<file path="src/rtl/bbt_pkg.sv">
package bbt_pkg;
   typedef enum logic [2:0] {
      KIND_A = 3'd0,
      KIND_B = 3'd1,
      KIND_C = 3'd2,
      KIND_D = 3'd3,
      KIND_E = 3'd4
   } chan_kind_e;

   function automatic int clog2_i(input int v);
      int r;
      r = 0;
      while ((1 << r) < v) r++;
      return r;
   endfunction
endpackage

</file>
<file path="src/rtl/bbt_payload_probe.sv">
module bbt_payload_probe
   import bbt_pkg::*;
(
   input  logic [2:0] chan_kind,
   input  logic [2:0] opcode,
   output logic       has_payload
);
   logic unused_op_bit;
   assign unused_op_bit = opcode[1];

   always_comb begin
      case (chan_kind)
         KIND_A, KIND_B: has_payload = ~opcode[2];
         KIND_C, KIND_D: has_payload = opcode[0];
         default:        has_payload = 1'b0;
      endcase
   end
endmodule

</file>
<file path="src/rtl/bbt_beat_len.sv">
module bbt_beat_len #(
   parameter int SIZE_W     = 4,
   parameter int BEAT_BYTES = 8,
   localparam int MASK_W    = (1 << SIZE_W) - 1,
   localparam int SHIFT     = bbt_pkg::clog2_i(BEAT_BYTES),
   localparam int CNT_W     = MASK_W - SHIFT
) (
   input  logic [SIZE_W-1:0] size,
   input  logic              has_payload,
   output logic [CNT_W-1:0]  beats_m1
);
   logic [MASK_W-1:0] byte_mask;
   logic [CNT_W-1:0]  scaled;

   // ones below bit 'size': byte count minus one
   assign byte_mask = ~({MASK_W{1'b1}} << size);

   generate
      if (SHIFT == 0) begin : g_byte_beat
         assign scaled = byte_mask;
      end else begin : g_wide_beat
         logic [SHIFT-1:0] unused_low_bytes;
         assign unused_low_bytes = byte_mask[SHIFT-1:0];
         assign scaled = byte_mask[MASK_W-1:SHIFT];
      end
   endgenerate

   assign beats_m1 = has_payload ? scaled : '0;
endmodule

</file>
<file path="src/rtl/bbt_beat_counter.sv">
module bbt_beat_counter #(
   parameter int CNT_W = 12
) (
   input  logic             clk,
   input  logic             rst_n,
   input  logic             valid,
   input  logic             ready,
   input  logic [CNT_W-1:0] beats_m1,
   output logic             first,
   output logic             last,
   output logic             done,
   output logic [CNT_W-1:0] beat_idx
);
   logic [CNT_W-1:0] rem_q;
   logic [CNT_W-1:0] idx_q;
   logic             fire;

   assign fire     = valid & ready;
   assign first    = (rem_q == '0);
   assign last     = first ? (beats_m1 == '0) : (rem_q == CNT_W'(1));
   assign done     = fire & last;
   assign beat_idx = idx_q;

   always_ff @(posedge clk) begin
      if (!rst_n) begin
         rem_q <= '0;
         idx_q <= '0;
      end else if (fire) begin
         rem_q <= first ? beats_m1 : rem_q - CNT_W'(1);
         idx_q <= last ? '0 : idx_q + CNT_W'(1);
      end
   end


   done_then_idle_chk: assert property (@(posedge clk) disable iff (!rst_n)
      done |=> first);


   stall_hold_chk: assert property (@(posedge clk) disable iff (!rst_n)
      (!first && !(valid && ready)) |=> ($stable(rem_q) && $stable(idx_q)));


   idle_index_zero_chk: assert property (@(posedge clk) disable iff (!rst_n)
      first |-> (idx_q == '0));


   open_burst_chk: assert property (@(posedge clk) disable iff (!rst_n)
      (valid && ready && !last) |=> !first);
endmodule

</file>
<file path="src/rtl/burst_beat_tracker.sv">
module burst_beat_tracker #(
   parameter int SIZE_W     = 4,
   parameter int BEAT_BYTES = 8,
   localparam int MASK_W    = (1 << SIZE_W) - 1,
   localparam int SHIFT     = bbt_pkg::clog2_i(BEAT_BYTES),
   localparam int CNT_W     = MASK_W - SHIFT
) (
   input  logic              clk,
   input  logic              rst_n,
   input  logic [2:0]        chan_kind,
   input  logic [2:0]        opcode,
   input  logic [SIZE_W-1:0] size,
   input  logic              valid,
   input  logic              ready,
   output logic              first,
   output logic              last,
   output logic              done,
   output logic [CNT_W-1:0]  beat_idx
);
   initial begin
      beat_pow2_chk: assert ((1 << SHIFT) == BEAT_BYTES)
         else $error("BEAT_BYTES must be a power of two");
      width_fit_chk: assert (CNT_W >= 1)
         else $error("size range too small for the beat width");
   end

   logic             has_payload;
   logic [CNT_W-1:0] beats_m1;

   bbt_payload_probe u_probe (
      .chan_kind   (chan_kind),
      .opcode      (opcode),
      .has_payload (has_payload)
   );

   bbt_beat_len #(
      .SIZE_W     (SIZE_W),
      .BEAT_BYTES (BEAT_BYTES)
   ) u_len (
      .size        (size),
      .has_payload (has_payload),
      .beats_m1    (beats_m1)
   );

   bbt_beat_counter #(
      .CNT_W (CNT_W)
   ) u_cnt (
      .clk      (clk),
      .rst_n    (rst_n),
      .valid    (valid),
      .ready    (ready),
      .beats_m1 (beats_m1),
      .first    (first),
      .last     (last),
      .done     (done),
      .beat_idx (beat_idx)
   );
endmodule

</file>
<file path="config.mk">
export PLATFORM = sky130hd
export DESIGN_NAME = burst_beat_tracker
export DESIGN_NICKNAME = d
export VERILOG_FILES = /design/src/rtl/bbt_pkg.sv /design/src/rtl/bbt_payload_probe.sv /design/src/rtl/bbt_beat_len.sv /design/src/rtl/bbt_beat_counter.sv /design/src/rtl/burst_beat_tracker.sv
export SDC_FILE = /design/constraint.sdc
export NUM_CORES = 1
export LEC_CHECK = 0
export ABC_AREA = 1
export CAP_MARGIN = 15
export CORE_ASPECT_RATIO = 1.1
export CORE_UTILIZATION = 40
export DETAILED_ROUTE_END_ITERATION = 10
export HOLD_SLACK_MARGIN = 0.1
export SETUP_SLACK_MARGIN = 0.15
export SYNTH_ARGS = -nofsm -noshare
export SYNTH_HDL_FRONTEND = slang
export SYNTH_SLANG_ARGS = --single-unit
</file>
<file path="constraint.sdc">
create_clock -name clk -period 3.1 [get_ports clk]
set_input_delay 0.465 -clock clk [delete_from_list [all_inputs] [get_ports clk]]
set_output_delay 0.465 -clock clk [all_outputs]
set_load 0.005 [all_outputs]
</file>
==> results.tsv <==
stage	metric	value	unit
routing	antenna viol nets, final	0	
run	max cap viols	0	
timing	Slew @ Worst Pin	0.402	ns
floorplanning	die span in y	68.6	µm
power	switching power	257	µW
cts	number of setup buffers added after CTS	0	
timing	setup TNS	0	ns
floorplanning	initial core utilization	43.1	%
cells_and_area	ratio of cells with drive above 1 in the final layout	10.6	%
setup_path	crit end category	output pin	
synth	post-synthesis cell area	0.00161	mm²
synth	Synth Flop Type	dfxtp_1	
global_route	total grt overflow	0	
synth	post-synthesis sequential area ratio	29.8	%
global_route	pin count of the biggest net entering global routing	17	
status	status	finished clean	
routing	vias per cell	4.74	
synth	Synth Instances	253	
timing	fin worst setup slack	0.488	ns
routing	WL/cell	11.2	µm
global_route	vias in the first global route	1380	
power	Switching Share	30.6	%
synth	Synth Area in XOR/XNOR	3.26	%
power	combinational power share	25.8	%
cells_and_area	most frequent cells in the layout	57 x nand2_1, 39 x inv_1, 31 x nor2_1, 26 x clkdlybuf4s50_1, 24 x dfxtp_1	
power	Max VDD drop	0.000248	V
routing	via count	1575	
timing	final hold viol count	0	
routing	Remaining DRCs	0	
power	Leak	0.000886	µW
routing	DR pass1 iterations	4	
power	Seq pwr share	40.3	%
timing	worst clock skew	0.00345	ns
synth	EDFF count, synth	0	
cells_and_area	P&R area growth vs syn	24.2	%
floorplanning	Die X	62.5	µm
synth	Post-Synth Adder-Cell Area	3.10	%
synth	syn_nets	271	
cells_and_area	ANT cells	0	
cts	CTS tree	built	
power	Internal	581	µW
floorplanning	core area	0.00374	mm²
placement	# port buffers	26	
cts	root cell of the clock tree	clkbuf_8	
floorplanning	num ports	29	
power	Power Total	838	µW
synth	Async S/R FF share, synth	0	%
setup_path	Max FO, Critical Path	16	
placement	worst slack, placed	0.524	ns
timing	Min Hold Slack	0.545	ns
cts	worst skew pair latency	0.27	ns
placement	HPWL after DPL	2810	µm
cts	CTS buffer count	3	
synth	Yosys reg bits	24	
cts	post-CTS resize count	0	
synth	Synth Area in Simple Gates	40.3	%
setup_path	CP arrival	2.15	ns
cts	CTS H-tree lvls	1	
setup_path	Worst Path Required	2.63	ns
setup_path	FF-to-FF path depth	8	
placement	GPL Wtd Cong	0.838	
setup_path	crit path kind	reg -> out	
timing	Max Clock Freq	0.383	GHz
cts	clock-pin slew on the worst setup and hold paths	0.09	ns
power	power share of the clock group	33.8	%
synth	mux cell area share after synthesis	0.621	%
timing	RSZ-0062 raised after global routing	no	
synth	main combinational cell family by area after synthesis	simple AND/OR/NAND/NOR gates	
min_path	Worst Hold Depth	2	
min_path	hold crit path type	reg -> reg	
global_route	initial antenna violation count	0	
routing	Initial DRC Count	83	
timing	crit path time final	2.61	ns
floorplanning	die area	0.00429	mm²
cells_and_area	nets@finish	301	
timing	final setup fails	0	
cts	CTS Hold Bufs	0	
cts	clock sinks	24	
global_route	first-pass GRT wire length	6270	µm
setup_path	crit path launch type	flip-flop	
cells_and_area	commonest non-fill, non-tap cell in the layout	nand2_1	
cts	clock tree buffer depth	2	
synth	Netlist cell types	26	
floorplanning	Rows	23	
timing	Max Slew Vio Count	0	
synth	yosys warns	0	
timing	fraction of the cycle the final worst path needs	84.2	%
routing	Routed Wire Length	3700	µm
synth	compound-cell area share of the yosys netlist	12.7	%
synth	Mean Syn Cell Area	6.37	µm²
power	Pwr per Cell Area	418	mW/mm²
timing	Max-Slew Margin vs Limit	73.1	%
global_route	total track usage	18.7	%
[per-layer routing]
layer  vias to the layer above  track usage, %  wire length [µm]
li1                        857               -                 -
met1                       695            24.6              1940
met2                        21            31.7              1630
met3                         2            2.96               101
met4                         0            6.10                35
met5                         -               0                 0
[stage by stage]
stage / area (µm²) / util (%) / std cells
final: 2000 / 53.5 / 332
after global routing: 2000 / 53.5 / 332
after CTS: 2000 / 53.5 / 332
after detailed placement: 1930 / 51.6 / 328
after global placement: 1930 / 51.6 / 328
after floorplan: 1610 / - / 253
[power by group through the flow]
stage / Clock (µW) / Combinational [µW] / Sequential, µW
final: 284 / 216 / 338
after global routing: 298 / 244 / 340
after CTS: 287 / 217 / 338
after detailed placement: 0 / 215 / 345
after global placement: 0 / 214 / 345
after floorplan: 0 / 156 / 342
[cells by family (layout without fill, tap and decap cells)]
logic type / Yosys count / count (layout)
xor+xnor: 6 / 6
mux: 1 / 1
simple gates: 138 / 138
compound gates: 38 / 38
buf+inv: 42 / 71
flops: 24 / 24
fa+ha+maj: 4 / 4
[state kept, by name, summed over array words and instances, names as in the netlist]
name            count
u_cnt.beat_idx     12
u_cnt.rem_q        12
[cells in the mapped netlist (4+ instances only)]
cell | count | area, µm²
ha_1 | 4 | 50.1
nor3_1 | 4 | 20.0
o211ai_1 | 4 | 30.0
nor2_1 | 31 | 116
dfxtp_1 | 24 | 480
nand3_1 | 21 | 105
a21oi_1 | 15 | 75.1
nor2_2 | 14 | 87.6
nand2_1 | 57 | 214
xor2_1 | 6 | 52.6
o21ai_0 | 16 | 80.1
inv_1 | 39 | 146
[critical path, cell delays in order (launching register included)]
cell and delay, ns:
dfxtp_1 0.33, inv_1 0.12, ha_1 0.23, nand3_2 0.11, nor2_4 0.33, nand2_2 0.14
nand2_1 0.11, a21oi_1 0.04, clkdlybuf4s50_1 0.46
[layout make-up]
class	count	area [µm²]
Timing Repair Buffer	28	275
Inverter	39	146
Sequential cell	24	480
Multi-Input combinational cell	187	967
Tap cell	50	62.6
Clock inverter	1	30.0
Clock buffer	3	41.3
Fill cell	396	1740
[final timing paths]
kind | slack, ns | from | endpoint
min reg2reg | 0.54 | u_cnt.beat_idx[11]$_SDFFE_PN0P_ | u_cnt.beat_idx[11]$_SDFFE_PN0P_
min | 0.54 | u_cnt.beat_idx[11]$_SDFFE_PN0P_ | u_cnt.beat_idx[11]$_SDFFE_PN0P_
max reg2reg | 1.35 | u_cnt.rem_q[0]$_SDFFE_PN0P_ | u_cnt.beat_idx[5]$_SDFFE_PN0P_
max | 0.49 | u_cnt.rem_q[0]$_SDFFE_PN0P_ | last
(Power assumes the default switching activity.)
